==> src/rtl/readout_pkg.sv <==
package readout_pkg;

  typedef enum logic {
    LINK_DUAL   = 1'b0,
    LINK_SINGLE = 1'b1
  } link_mode_e;

  function automatic int unsigned frame_bits(input link_mode_e m, input int unsigned w);
    return (m == LINK_SINGLE) ? 2 * w : w;
  endfunction

endpackage

==> src/rtl/rdp_edge_sync.sv <==
module rdp_edge_sync #(
  parameter int unsigned STAGES    = 2,
  parameter bit          RST_VAL   = 1'b0,
  parameter bit          DETECT_FALL = 1'b1
) (
  input  logic clk,
  input  logic rst_n,
  input  logic din,
  output logic level,
  output logic edge_p
);

  logic [STAGES-1:0] chain_q;
  logic              prev_q;

  generate
    for (genvar i = 0; i < STAGES; i++) begin : g_stage
      always_ff @(posedge clk or negedge rst_n) begin
        if (!rst_n) begin
          chain_q[i] <= RST_VAL;
        end else if (i == 0) begin
          chain_q[i] <= din;
        end else begin
          chain_q[i] <= chain_q[(i == 0) ? 0 : i-1];
        end
      end
    end
  endgenerate

  always_ff @(posedge clk or negedge rst_n) begin
    if (!rst_n) prev_q <= RST_VAL;
    else        prev_q <= chain_q[STAGES-1];
  end

  assign level = chain_q[STAGES-1];

  generate
    if (DETECT_FALL) begin : g_fall
      assign edge_p = prev_q & ~chain_q[STAGES-1];
    end else begin : g_rise
      assign edge_p = ~prev_q & chain_q[STAGES-1];
    end
  endgenerate

endmodule

==> src/rtl/rdp_result_stage.sv <==
module rdp_result_stage #(
  parameter int unsigned WORD_W = 16
) (
  input  logic              clk,
  input  logic              rst_n,
  input  logic              res_valid,
  output logic              res_ready,
  input  logic [WORD_W-1:0] res_a,
  input  logic [WORD_W-1:0] res_b,
  input  logic              load,
  output logic [WORD_W-1:0] held_a,
  output logic [WORD_W-1:0] held_b
);

  logic              pend_full_q;
  logic [WORD_W-1:0] pend_a_q, pend_b_q;
  logic              accept;

  assign res_ready = ~pend_full_q;
  assign accept    = res_valid & res_ready;

  always_ff @(posedge clk or negedge rst_n) begin
    if (!rst_n) begin
      pend_full_q <= 1'b0;
      pend_a_q    <= '0;
      pend_b_q    <= '0;
    end else begin
      pend_full_q <= accept | (pend_full_q & ~load);
      if (accept) begin
        pend_a_q <= res_a;
        pend_b_q <= res_b;
      end
    end
  end

  // Shadow pair: refreshed only at frame start and only from a waiting pair.
  always_ff @(posedge clk or negedge rst_n) begin
    if (!rst_n) begin
      held_a <= '0;
      held_b <= '0;
    end else if (load && pend_full_q) begin
      held_a <= pend_a_q;
      held_b <= pend_b_q;
    end
  end

endmodule

==> src/rtl/rdp_shift_ctrl.sv <==
module rdp_shift_ctrl
  import readout_pkg::*;
#(
  parameter int unsigned WORD_W = 16
) (
  input  logic              clk,
  input  logic              rst_n,
  input  logic              start,
  input  logic              cs_high,
  input  logic              sclk_fall,
  input  link_mode_e        mode_in,
  input  logic [WORD_W-1:0] held_a,
  input  logic [WORD_W-1:0] held_b,
  output logic              active,
  output link_mode_e        mode_q,
  output logic              sdo_a,
  output logic              sdo_b
);

  localparam int unsigned TOT_W = 2 * WORD_W;
  localparam int unsigned CNT_W = $clog2(TOT_W + 1);

  logic [CNT_W-1:0]  cnt_q;
  logic [CNT_W-1:0]  limit;
  logic [WORD_W-1:0] a_shl, b_shl;
  logic [TOT_W-1:0]  ser_shl;

  assign limit = CNT_W'(frame_bits(mode_q, WORD_W));

  always_ff @(posedge clk or negedge rst_n) begin
    if (!rst_n) begin
      active <= 1'b0;
      mode_q <= LINK_DUAL;
      cnt_q  <= '0;
    end else if (start) begin
      active <= 1'b1;
      mode_q <= mode_in;
      cnt_q  <= '0;
    end else if (cs_high) begin
      active <= 1'b0;
    end else if (active && sclk_fall && (cnt_q != limit)) begin
      cnt_q <= cnt_q + 1'b1;
    end
  end

  // Shifting left by the bit count puts the current bit at the top and
  // runs out to zero once the counter passes the word length.
  assign a_shl   = held_a << cnt_q;
  assign b_shl   = held_b << cnt_q;
  assign ser_shl = {held_a, held_b} << cnt_q;

  always_comb begin
    sdo_a = 1'b0;
    sdo_b = 1'b0;
    if (active) begin
      if (mode_q == LINK_SINGLE) begin
        sdo_a = ser_shl[TOT_W-1];
      end else begin
        sdo_a = a_shl[WORD_W-1];
        sdo_b = b_shl[WORD_W-1];
      end
    end
  end

endmodule

==> src/rtl/dual_readout_port.sv <==
module dual_readout_port
  import readout_pkg::*;
#(
  parameter int unsigned WORD_W      = 16,
  parameter int unsigned SYNC_STAGES = 2
) (
  input  logic              clk,
  input  logic              rst_n,
  input  logic              cs_n,
  input  logic              sclk,
  input  logic              one_wire,
  input  logic              res_valid,
  output logic              res_ready,
  input  logic [WORD_W-1:0] res_a,
  input  logic [WORD_W-1:0] res_b,
  output logic              sdo_a,
  output logic              sdo_b,
  output logic              sdo_oe,
  output logic              conv_start
);

  logic              cs_lvl, cs_fall;
  logic              sclk_lvl, sclk_fall;
  logic [WORD_W-1:0] held_a, held_b;
  logic              active;
  link_mode_e        mode_q;
  logic              frame_one;

  rdp_edge_sync #(
    .STAGES     (SYNC_STAGES),
    .RST_VAL    (1'b1),
    .DETECT_FALL(1'b1)
  ) u_cs_sync (
    .clk   (clk),
    .rst_n (rst_n),
    .din   (cs_n),
    .level (cs_lvl),
    .edge_p(cs_fall)
  );

  rdp_edge_sync #(
    .STAGES     (SYNC_STAGES),
    .RST_VAL    (1'b0),
    .DETECT_FALL(1'b1)
  ) u_sclk_sync (
    .clk   (clk),
    .rst_n (rst_n),
    .din   (sclk),
    .level (sclk_lvl),
    .edge_p(sclk_fall)
  );

  rdp_result_stage #(
    .WORD_W(WORD_W)
  ) u_results (
    .clk      (clk),
    .rst_n    (rst_n),
    .res_valid(res_valid),
    .res_ready(res_ready),
    .res_a    (res_a),
    .res_b    (res_b),
    .load     (cs_fall),
    .held_a   (held_a),
    .held_b   (held_b)
  );

  rdp_shift_ctrl #(
    .WORD_W(WORD_W)
  ) u_shift (
    .clk      (clk),
    .rst_n    (rst_n),
    .start    (cs_fall),
    .cs_high  (cs_lvl),
    .sclk_fall(sclk_fall),
    .mode_in  (one_wire ? LINK_SINGLE : LINK_DUAL),
    .held_a   (held_a),
    .held_b   (held_b),
    .active   (active),
    .mode_q   (mode_q),
    .sdo_a    (sdo_a),
    .sdo_b    (sdo_b)
  );

  assign frame_one  = active && (mode_q == LINK_SINGLE);
  assign sdo_oe     = active;
  assign conv_start = cs_fall;

endmodule

==> config.mk <==
export PLATFORM = sky130hd
export DESIGN_NAME = dual_readout_port
export DESIGN_NICKNAME = d
export VERILOG_FILES = /design/src/rtl/readout_pkg.sv /design/src/rtl/rdp_edge_sync.sv /design/src/rtl/rdp_result_stage.sv /design/src/rtl/rdp_shift_ctrl.sv /design/src/rtl/dual_readout_port.sv
export SDC_FILE = /design/constraint.sdc
export NUM_CORES = 1
export LEC_CHECK = 0
export BUFFER_PORTS_ARGS = -buffer_cell sky130_fd_sc_hd__buf_2
export CORE_MARGIN = 8
export CORE_UTILIZATION = 55
export CTS_CLUSTER_SIZE = 30
export DETAILED_ROUTE_END_ITERATION = 10
export GPL_ROUTABILITY_DRIVEN = 0
export HOLD_SLACK_MARGIN = 0.02
export MAX_ROUTING_LAYER = met4
export PLACE_DENSITY = 0.76
export SYNTH_ARGS = -nofsm -noshare
export SYNTH_HDL_FRONTEND = slang
export SYNTH_HIERARCHICAL = 1
export SYNTH_SLANG_ARGS = --single-unit
==> constraint.sdc <==
create_clock -name clk -period 2 [get_ports clk]
set_input_delay 0.4 -clock clk [delete_from_list [all_inputs] [get_ports clk]]
set_output_delay 0.4 -clock clk [all_outputs]
set_load 0.05 [all_outputs]
# Yosys cells after proc, flatten, opt, wreduce, memory -nomap -nowiden
# Cells that the tools add are included.
[word_totals]
word_cells = 46
in_bits = 38
ff_bits = 79
[op_classes]
bitwise = 9
muxes = 11
reduce_logical = 6
add_sub_neg = 1
n_eq_ne = 2
n_shift = 3
[ops]
columns = ["operator", "n"]
rows = [
  ["16-bit by 6-bit left shift with 16-bit output", 2],
  ["32-bit by 6-bit left shift with 32-bit output", 1],
  ["6-bit 2-to-1 mux", 4],
  ["1-bit 2-to-1 mux", 7],
  ["6-bit by 1-bit adder with 6-bit output, second input constant", 1],
  ["6-bit != test", 1],
  ["1-bit AND", 4],
  ["1-bit inverter", 4],
  ["2-bit nonzero test", 2],
  ["1-bit logical AND", 3],
  ["2-bit by 1-bit != test with 1-bit output, second input constant", 1],
  ["2-bit AND reduction", 1],
  ["1-bit OR", 1],
]

# Depth between registers and ports, before layout
# Gate-level depths: netlist (run 1).
[depth]
depth_word = 7
ltp_mapped = 6

# Modules after synthesis
# The synthesis (run 1) kept the hierarchy.
[by_module_without_submodules]
columns = ["mod", "cells_per_inst", "seq_area_each_um2", "n_inst", "area_per_inst_um2"]
rows = [
  ["rdp_result_stage", 140, 1626.6, 1, 2422.3],
  ["rdp_shift_ctrl", 69, 200.2, 1, 743.2],
  ["rdp_edge_sync at u_cs_sync", 4, 78.8, 1, 92.6],
  ["rdp_edge_sync at u_sclk_sync", 4, 75.1, 1, 88.8],
]

# Worst setup path before layout (run 1)
# No wires, ideal clock.
[synth_path]
path_kind = "reg2out"
from = "reg u_shift.cnt_q[0]"
to = "out sdo_b"
n_path_buf = 1
slack_ns = -1.031
arrival_time_ns = 2.631
stages_incl_launch_ff = 6
cell_sequence = "dfrtp_1 > clkbuf_8 > mux4_2 > nand3_1 > and3_1 > nor4_1"
[synth_via]
elab_chain_len = 3
[synth_lines]
columns = ["element", "line", "text"]
rows = [
  ["start: declaration", "rdp_shift_ctrl.sv:23", "logic [CNT_W-1:0] cnt_q;"],
  ["start signal: assignment", "rdp_shift_ctrl.sv:42", "cnt_q <= cnt_q + 1'b1;"],
  ["16-bit by 6-bit left shift with 16-bit output", "rdp_shift_ctrl.sv:49", "assign b_shl = held_b << cnt_q;"],
  ["1-bit 2-to-1 mux", "rdp_shift_ctrl.sv:56", "if (mode_q == LINK_SINGLE) begin"],
  ["1-bit 2-to-1 mux", "rdp_shift_ctrl.sv:55", "if (active) begin"],
  ["end: declaration", "dual_readout_port.sv:17", "output logic sdo_b,"],
]
# No other way between the ends.

# Final worst setup path (run 1)
[layout_path]
from = "reg u_shift.cnt_q[0]"
to = "out sdo_a"
[layout_via]
elab_chain_len = 3
elab_cells_between_ends = 4
[layout_lines]
columns = ["element", "line", "text"]
rows = [
  ["32-bit by 6-bit left shift with 32-bit output or 16-bit by 6-bit left shift with 16-bit output (tied branches)", "rdp_shift_ctrl.sv:50, rdp_shift_ctrl.sv:48", ""],
  ["1-bit 2-to-1 mux *", "rdp_shift_ctrl.sv:56", ""],
  ["1-bit 2-to-1 mux *", "rdp_shift_ctrl.sv:55", ""],
  ["end: declaration", "dual_readout_port.sv:16", "output logic sdo_a,"],
]
# Every way passes the cells marked *; elsewhere a longest branch is shown, timed or not.

==> results of run 1 <==
==> per-layer routing <==
metal / share of wire [%] / GRT usage, % / wire length (um) / vias up
met2: 47 / 20.9 / 2770 / 33
met3: 3.4 / 3.68 / 197 / 10
met1: 47 / 20.3 / 2790 / 998
met5: 0 / - / 0 / -
li1: - / - / - / 900
met4: 2.0 / 8.85 / 117 / 0
==> stage by stage <==
| stage | utilization, % | worst slack (ns) | cells |
|---|---|---|---|
| floorplan | - | -0.0760 | 217 |
| global placement | 63.6 | -0.151 | 337 |
| detailed placement | 63.6 | -0.232 | 337 |
| CTS | 67.6 | -0.467 | 353 |
| global route | 67.6 | -0.516 | 353 |
| finish | 67.6 | -0.437 | 353 |
==> worst max path at each step <==
stage | end | startpoint | depth (start not counted) | slack, ns
4_1_cts | sdo_a | u_shift/cnt_q[0]$_DFFE_PN0P_ | 6 | -0.47
3_3_place_gp | sdo_a | u_shift/cnt_q[0]$_DFFE_PN0P_ | 6 | -0.15
5_1_grt | sdo_a | u_shift/cnt_q[0]$_DFFE_PN0P_ | 6 | -0.52
3_5_place_dp | sdo_a | u_shift/cnt_q[0]$_DFFE_PN0P_ | 6 | -0.23
6_report | sdo_a | u_shift/cnt_q[0]$_DFFE_PN0P_ | 6 | -0.44
2_1_floorplan | sdo_b | u_shift/cnt_q[0]$_DFFE_PN0P_ | 5 | -0.08
==> power groups by stage <==
stage	registers (mW)	logic [mW]	clock network [mW]
floorplan	2.40	0.936	0
global placement	2.55	1.08	0
detailed placement	2.57	1.12	0
CTS	2.54	1.15	1.25
global route	2.61	1.24	1.32
finish	2.53	1.14	1.21
==> critical path, stage by stage (launching register included) <==
cell and delay, ns:
dfrtp_2 0.44, buf_6 0.14, mux4_2 0.50, a22oi_2 0.13
and3_4 0.24, o32ai_4 0.08, buf_6 0.17
==> layout by cell type, fill, tap and decap left out, types with 3 or more instances in the layout <==
| cell type | synthesis | final |
|---|---|---|
| mux4_1 | 5 | 4 |
| buf_2 | 5 | 39 |
| dfrtp_1 | 76 | 75 |
| o21ai_0 | 3 | 3 |
| a21oi_1 | 3 | 3 |
| buf_4 | 1 | 12 |
| inv_1 | 5 | 5 |
| dfstp_2 | 3 | 3 |
| buf_6 | 3 | 4 |
| clkbuf_8 | 1 | 12 |
| mux4_2 | 3 | 4 |
| mux2_2 | 65 | 65 |
| xor2_1 | 3 | 3 |
| nand3_1 | 5 | 5 |
| nand2_1 | 3 | 3 |
| nor2_1 | 4 | 4 |
==> repair_timing <==
item | CTS | global route
endpoints found under the setup margin | 2 | 2
hold buffers | 0 | 0
pin swaps | 2 | 0
resized for setup | 8 | 1
==> sequential cells by signal, summed over array words and instances, names as in the netlist <==
name,count
u_shift/active,1
u_cs_sync/prev_q,1
u_results/pend_a_q,16
u_results/held_b,16
u_cs_sync/chain_q,1
u_shift/mode_q,1
u_cs_sync/level,1
u_sclk_sync/chain_q,1
u_sclk_sync/prev_q,1
u_results/pend_b_q,16
u_results/pend_full_q,1
u_shift/cnt_q,6
u_results/held_a,16
u_sclk_sync/level,1
==> layout make-up <==
type                       count  area share (%)
tap                           75            2.36
inverter                       5           0.471
multi-input combinational    121            32.8
clock buffer                  13            4.24
clock inverter                 3            1.01
timing repair buffer          57            9.30
sequential                    79            49.8
==> cell families after synthesis <==
logic type	after synthesis	share of synthesized area, %
compound gates	13	2.58
buf+inv	17	3.18
mux	73	27.8
fa+ha+maj	2	0.748
xor+xnor	3	0.785
flops	79	59.2
simple gates	30	5.72
==> metrics, run 1 <==
Hold Slack 0.0660 ns; Worst Path Max Fanout 5; hpwl dp 4230 um; DRT iter0 DRCs 75; ys flop type dfrtp_1; Seq pwr share 51.8%; max_slew headroom 59.2%; reg2reg start u_shift/cnt_q[0]$_DFFE_PN0P_; Worst EP arrival 2.04 ns; internal power between 3 and 4 mW; maximum buffer depth of the clock tree 2; fillers between 400 and 500; combinational share of power between 20% and 30%; Starting Density 56.9%; maximum vdd ir drop 0.000710 V; num ports 43; first-pass GRT wire length 10100 um; Clock Latency Late Sink 0.34 ns; Multi-input gate area 1310 um2; Die Wd 94.0 um; Final Skew approximately 0.0046 ns; flops & latches, synth 79; number of remaining DRC errors 0; mapped cell area 3350 um2; Leak 1.77 nW; Reg area 1980 um2; Hold Vio Cnt, Final 0; cts bufs inserted 9; Setup-failing EPs final 2; total chip power 4.89 mW; Clk network pwr share about 25%; Detailed Routing Iterations Pass 1 4; Clock transition at path regs 0.07 ns; pin count of the biggest net entering global routing slightly below 50; Slew @ Worst Pin 0.611 ns; Area contributors post-synth dfrtp_1 (57%), mux2_2 (22%), mux4_1 (3.9%), dfstp_2 (2.4%), mux4_2 (2.0%); Rows 28; final worst slack -0.437 ns; fin area 3980 um2; initial antenna violation count 0; DP Area around 3700 um2; Sw Ratio 26.1%; share of cells above drive strength 1 55.0%; sequential-to-total area share from yosys stat between 50% and 60%; Power Density 1230 nW/um2; Slew Limit Fails 0; critical path startpoint category flop; H-tree depth 3; R2R depth 7; post-route clock period utilization 122%; EDFF count, synth 0; Die ar. 8840 um2; Worst R2R Setup Slack 0.29 ns; global route overflow 0; most frequent cell after synthesis dfrtp_1; Worst EP required roughly 1.6 ns; mean routed wirelength per cell around 17 um; Post-DRT Antenna Nets 0; Tot GR Track Use 15.3%; status finished with violations; RSZ-0062 raised after global routing true; most frequent cells after synthesis dfrtp_1 (76), mux2_2 (65); CTS tree built; Routed WL roughly 6000 um; Critical R2R Capture u_shift/cnt_q[2]$_DFFE_PN0P_; post-synthesis async set-or-reset flop share 100%; Crit Path Category flop to output pin; failing checks setup timing; total net switching power 1.28 mW; DR vias/cell 5.50; Fmax just over 0.4 GHz; Avg Inst Size Synth 15.4 um2; Yosys cell types 35; Critical Path End Type output pin; Yosys top cell by area dfrtp_1; Syn-to-layout area delta 19.0%; Ant. Diodes 0; Final min period 2.44 ns; Fin Setup TNS -0.840 ns; Placeable Area 5890 um2; postcts setup bufs 0; synth warn 6; IO Port Bufs 42; clock root cell clkbuf_8; share of the synthesized area in the top cell type 56.8%; max cap viols 0; number of global-route vias before repair 2068; post-synthesis cell count about 220; via count around 1900; DIE HEIGHT between 90 and 100 um; fin nets approximately 310; Post-Syn Nets 257; Hold Crit Class input port to async pin; Clock Sinks 79
Power figures use the tool's default switching activity.
==> inputs of run 2 (changes only) <==
--- a/config.mk
+++ b/config.mk
@@ -6,14 +6,16 @@
 export NUM_CORES = 1
 export LEC_CHECK = 0
 export BUFFER_PORTS_ARGS = -buffer_cell sky130_fd_sc_hd__buf_2
-export CORE_MARGIN = 8
-export CORE_UTILIZATION = 55
+export CELL_PAD_IN_SITES_DETAIL_PLACEMENT = 0
+export CELL_PAD_IN_SITES_GLOBAL_PLACEMENT = 1
+export CORE_MARGIN = 5
+export CORE_UTILIZATION = 51
 export CTS_CLUSTER_SIZE = 30
 export DETAILED_ROUTE_END_ITERATION = 10
 export GPL_ROUTABILITY_DRIVEN = 0
 export HOLD_SLACK_MARGIN = 0.02
 export MAX_ROUTING_LAYER = met4
-export PLACE_DENSITY = 0.76
+export PLACE_DENSITY_LB_ADDON = 0.1
 export SYNTH_ARGS = -nofsm -noshare
 export SYNTH_HDL_FRONTEND = slang
 export SYNTH_HIERARCHICAL = 1
==> constraint.sdc (replaced) <==
create_clock -name clk -period 3 [get_ports clk]
set_input_delay 0.6 -clock clk [delete_from_list [all_inputs] [get_ports clk]]
set_output_delay 0.6 -clock clk [all_outputs]
set_load 0.05 [all_outputs]
==> run 2 against run 1 <==
  * The run now ends clean
  * Clock power is 35% lower
  * Worst setup slack improved by 0.64 ns
  * Clock skew is 0.0057 ns higher
  * Design area is 3.9% lower
  * Count of clock-buffer cells in the layout is 2 lower
  * Sequential share of layout area grew 2.0 points
  * Sequential power fell by 34%
  * Die area decreased by 6.3%
  * Critical path type unchanged
  * Largest cell class unchanged
==> metrics, run 2 (same netlist as run 1, synthesis figures left out) <==
status complete, no violations; Hold Crit Class input port to flop; Placeable Area 6350 um2; R2R depth 5; Fin Setup TNS 0 ns; Slew Limit Fails 0; fin nets 303; initial antenna violation count 0; max_slew headroom 35.6%; H-tree depth 3; Tot GR Track Use 15.4%; internal power 2.32 mW; critical path startpoint category flop; maximum buffer depth of the clock tree 2; combinational share of power 22.2%; fillers ~530; cts bufs inserted 9; Die ar. 8280 um2; Setup-failing EPs final 0; DP Area 3630 um2; DIE HEIGHT 91.0 um; DRT iter0 DRCs 82; hpwl dp a little under 4000 um; Clk network pwr share 24.9%; post-route clock period utilization 93.1%; Critical Path End Type output pin; Sw Ratio about a quarter; Reg area 1980 um2; max cap viols 0; most frequent cells in the layout dfrtp_1 (76), mux2_2 (65), buf_2 (41), clkbuf_8 (10); total chip power 3.17 mW; total net switching power about 0.84 mW; Syn-to-layout area delta 14.3%; Final min period 2.79 ns; number of global-route vias before repair 1981; maximum vdd ir drop a little under 0.0004 V; Worst Path Max Fanout 5; num ports 43; IO Port Bufs 42; CTS Hold Bufs 0; most common cell after layout, fill and taps aside dfrtp_1; CTS tree built; clock root cell clkbuf_8; number of remaining DRC errors 0; Post-DRT Antenna Nets 0; postcts setup bufs 0; mean routed wirelength per cell 16.6 um; fin area 3820 um2; first-pass GRT wire length around 10000 um; Routed WL around 5700 um; RSZ-0062 raised after global routing false; Fmax 0.358 GHz; Clock Sinks 79; via count 1856; Layout Utilization between 60% and 70%; global route overflow 0; Final Skew 0.0104 ns; Detailed Routing Iterations Pass 1 4; Worst EP arrival 2.19 ns; Hold Vio Cnt, Final 0; Seq pwr share 52.9%; Slew @ Worst Pin 0.966 ns; Resized cells post-CTS 0; Leak 1.70 nW; depth of the worst hold-timing path 1; Rows 29; Power Density a little over 800 nW/um2; Crit Path Category flop to output pin; DR vias/cell 5.38; Worst EP required 2.40 ns; Clock transition at path regs around 0.08 ns; Clock Latency Late Sink 0.34 ns; Die Wd 91.0 um; Starting Density 52.7%; Ant. Diodes 0; Multi-input gate area 1270 um2; pin count of the biggest net entering global routing 80; share of cells above drive strength 1 51.1%
==> run 2: cell count changes in the layout (fill, tap and decap cells not counted), sizes merged <==
cell | before | now
inv | 5 | 6
clkbuf | 13 | 11
buf | 57 | 47
clkinvlp | 0 | 1
==> run 2: cell type report <==
type | instances | share of cell area, %
tap | 77 | 2.52
clock inverter | 5 | 1.47
clock buffer | 11 | 3.70
inverter | 5 | 0.491
multi-input combinational | 121 | 33.2
timing repair buffer | 47 | 6.87
sequential | 79 | 51.8
==> run 2: power groups by stage <==
stage	combinational [mW]	sequential (mW)	clock, mW
after floorplan	0.596	1.60	0
after global routing	0.770	1.72	0.860
after global placement	0.685	1.71	0
after detailed placement	0.713	1.71	0
final	0.702	1.67	0.789
after CTS	0.714	1.68	0.814
==> run 2: worst paths after layout <==
check,from,to,slack [ns]
min reg2reg,u_cs_sync/chain_q[0]$_DFF_PN1_,u_cs_sync/level$_DFF_PN1_,0.36
max in group asynchronous,rst_n,u_shift/cnt_q[3]$_DFFE_PN0P_,1.97
max,u_shift/cnt_q[0]$_DFFE_PN0P_,sdo_a,0.21
max reg2reg,u_cs_sync/level$_DFF_PN1_,u_results/held_b[13]$_DFFE_PN0P_,1.06
min,cs_n,u_cs_sync/chain_q[0]$_DFF_PN1_,0.35
min in group asynchronous,rst_n,u_sclk_sync/prev_q$_DFF_PN0_,0.40
==> run 2: stage by stage <==
stage / instances / setup WS, ns / hold WS (ns)
after floorplan: 217 / 0.0468 / 0.304
after global placement: 329 / 0.630 / 0.333
after detailed placement: 329 / 0.566 / 0.343
after CTS: 345 / 0.175 / 0.330
after global routing: 345 / 0.0973 / 0.327
final: 345 / 0.207 / 0.351
==> run 2: critical path, cell delays in order, from the launching register on <==
cell and delay (ns):
dfrtp_1 0.41, buf_4 0.18, mux4_1 0.56, a22oi_1 0.20, and3_1 0.20, o32ai_1 0.08
buf_2 0.22
==> run 2: per-layer routing <==
| metal | global-route usage (%) | share of wire, % |
|---|---|---|
| met5 | - | 0 |
| met3 | 3.39 | 3.9 |
| met2 | 22.3 | 46 |
| met1 | 20.6 | 48 |
| met4 | 8.07 | 1.5 |
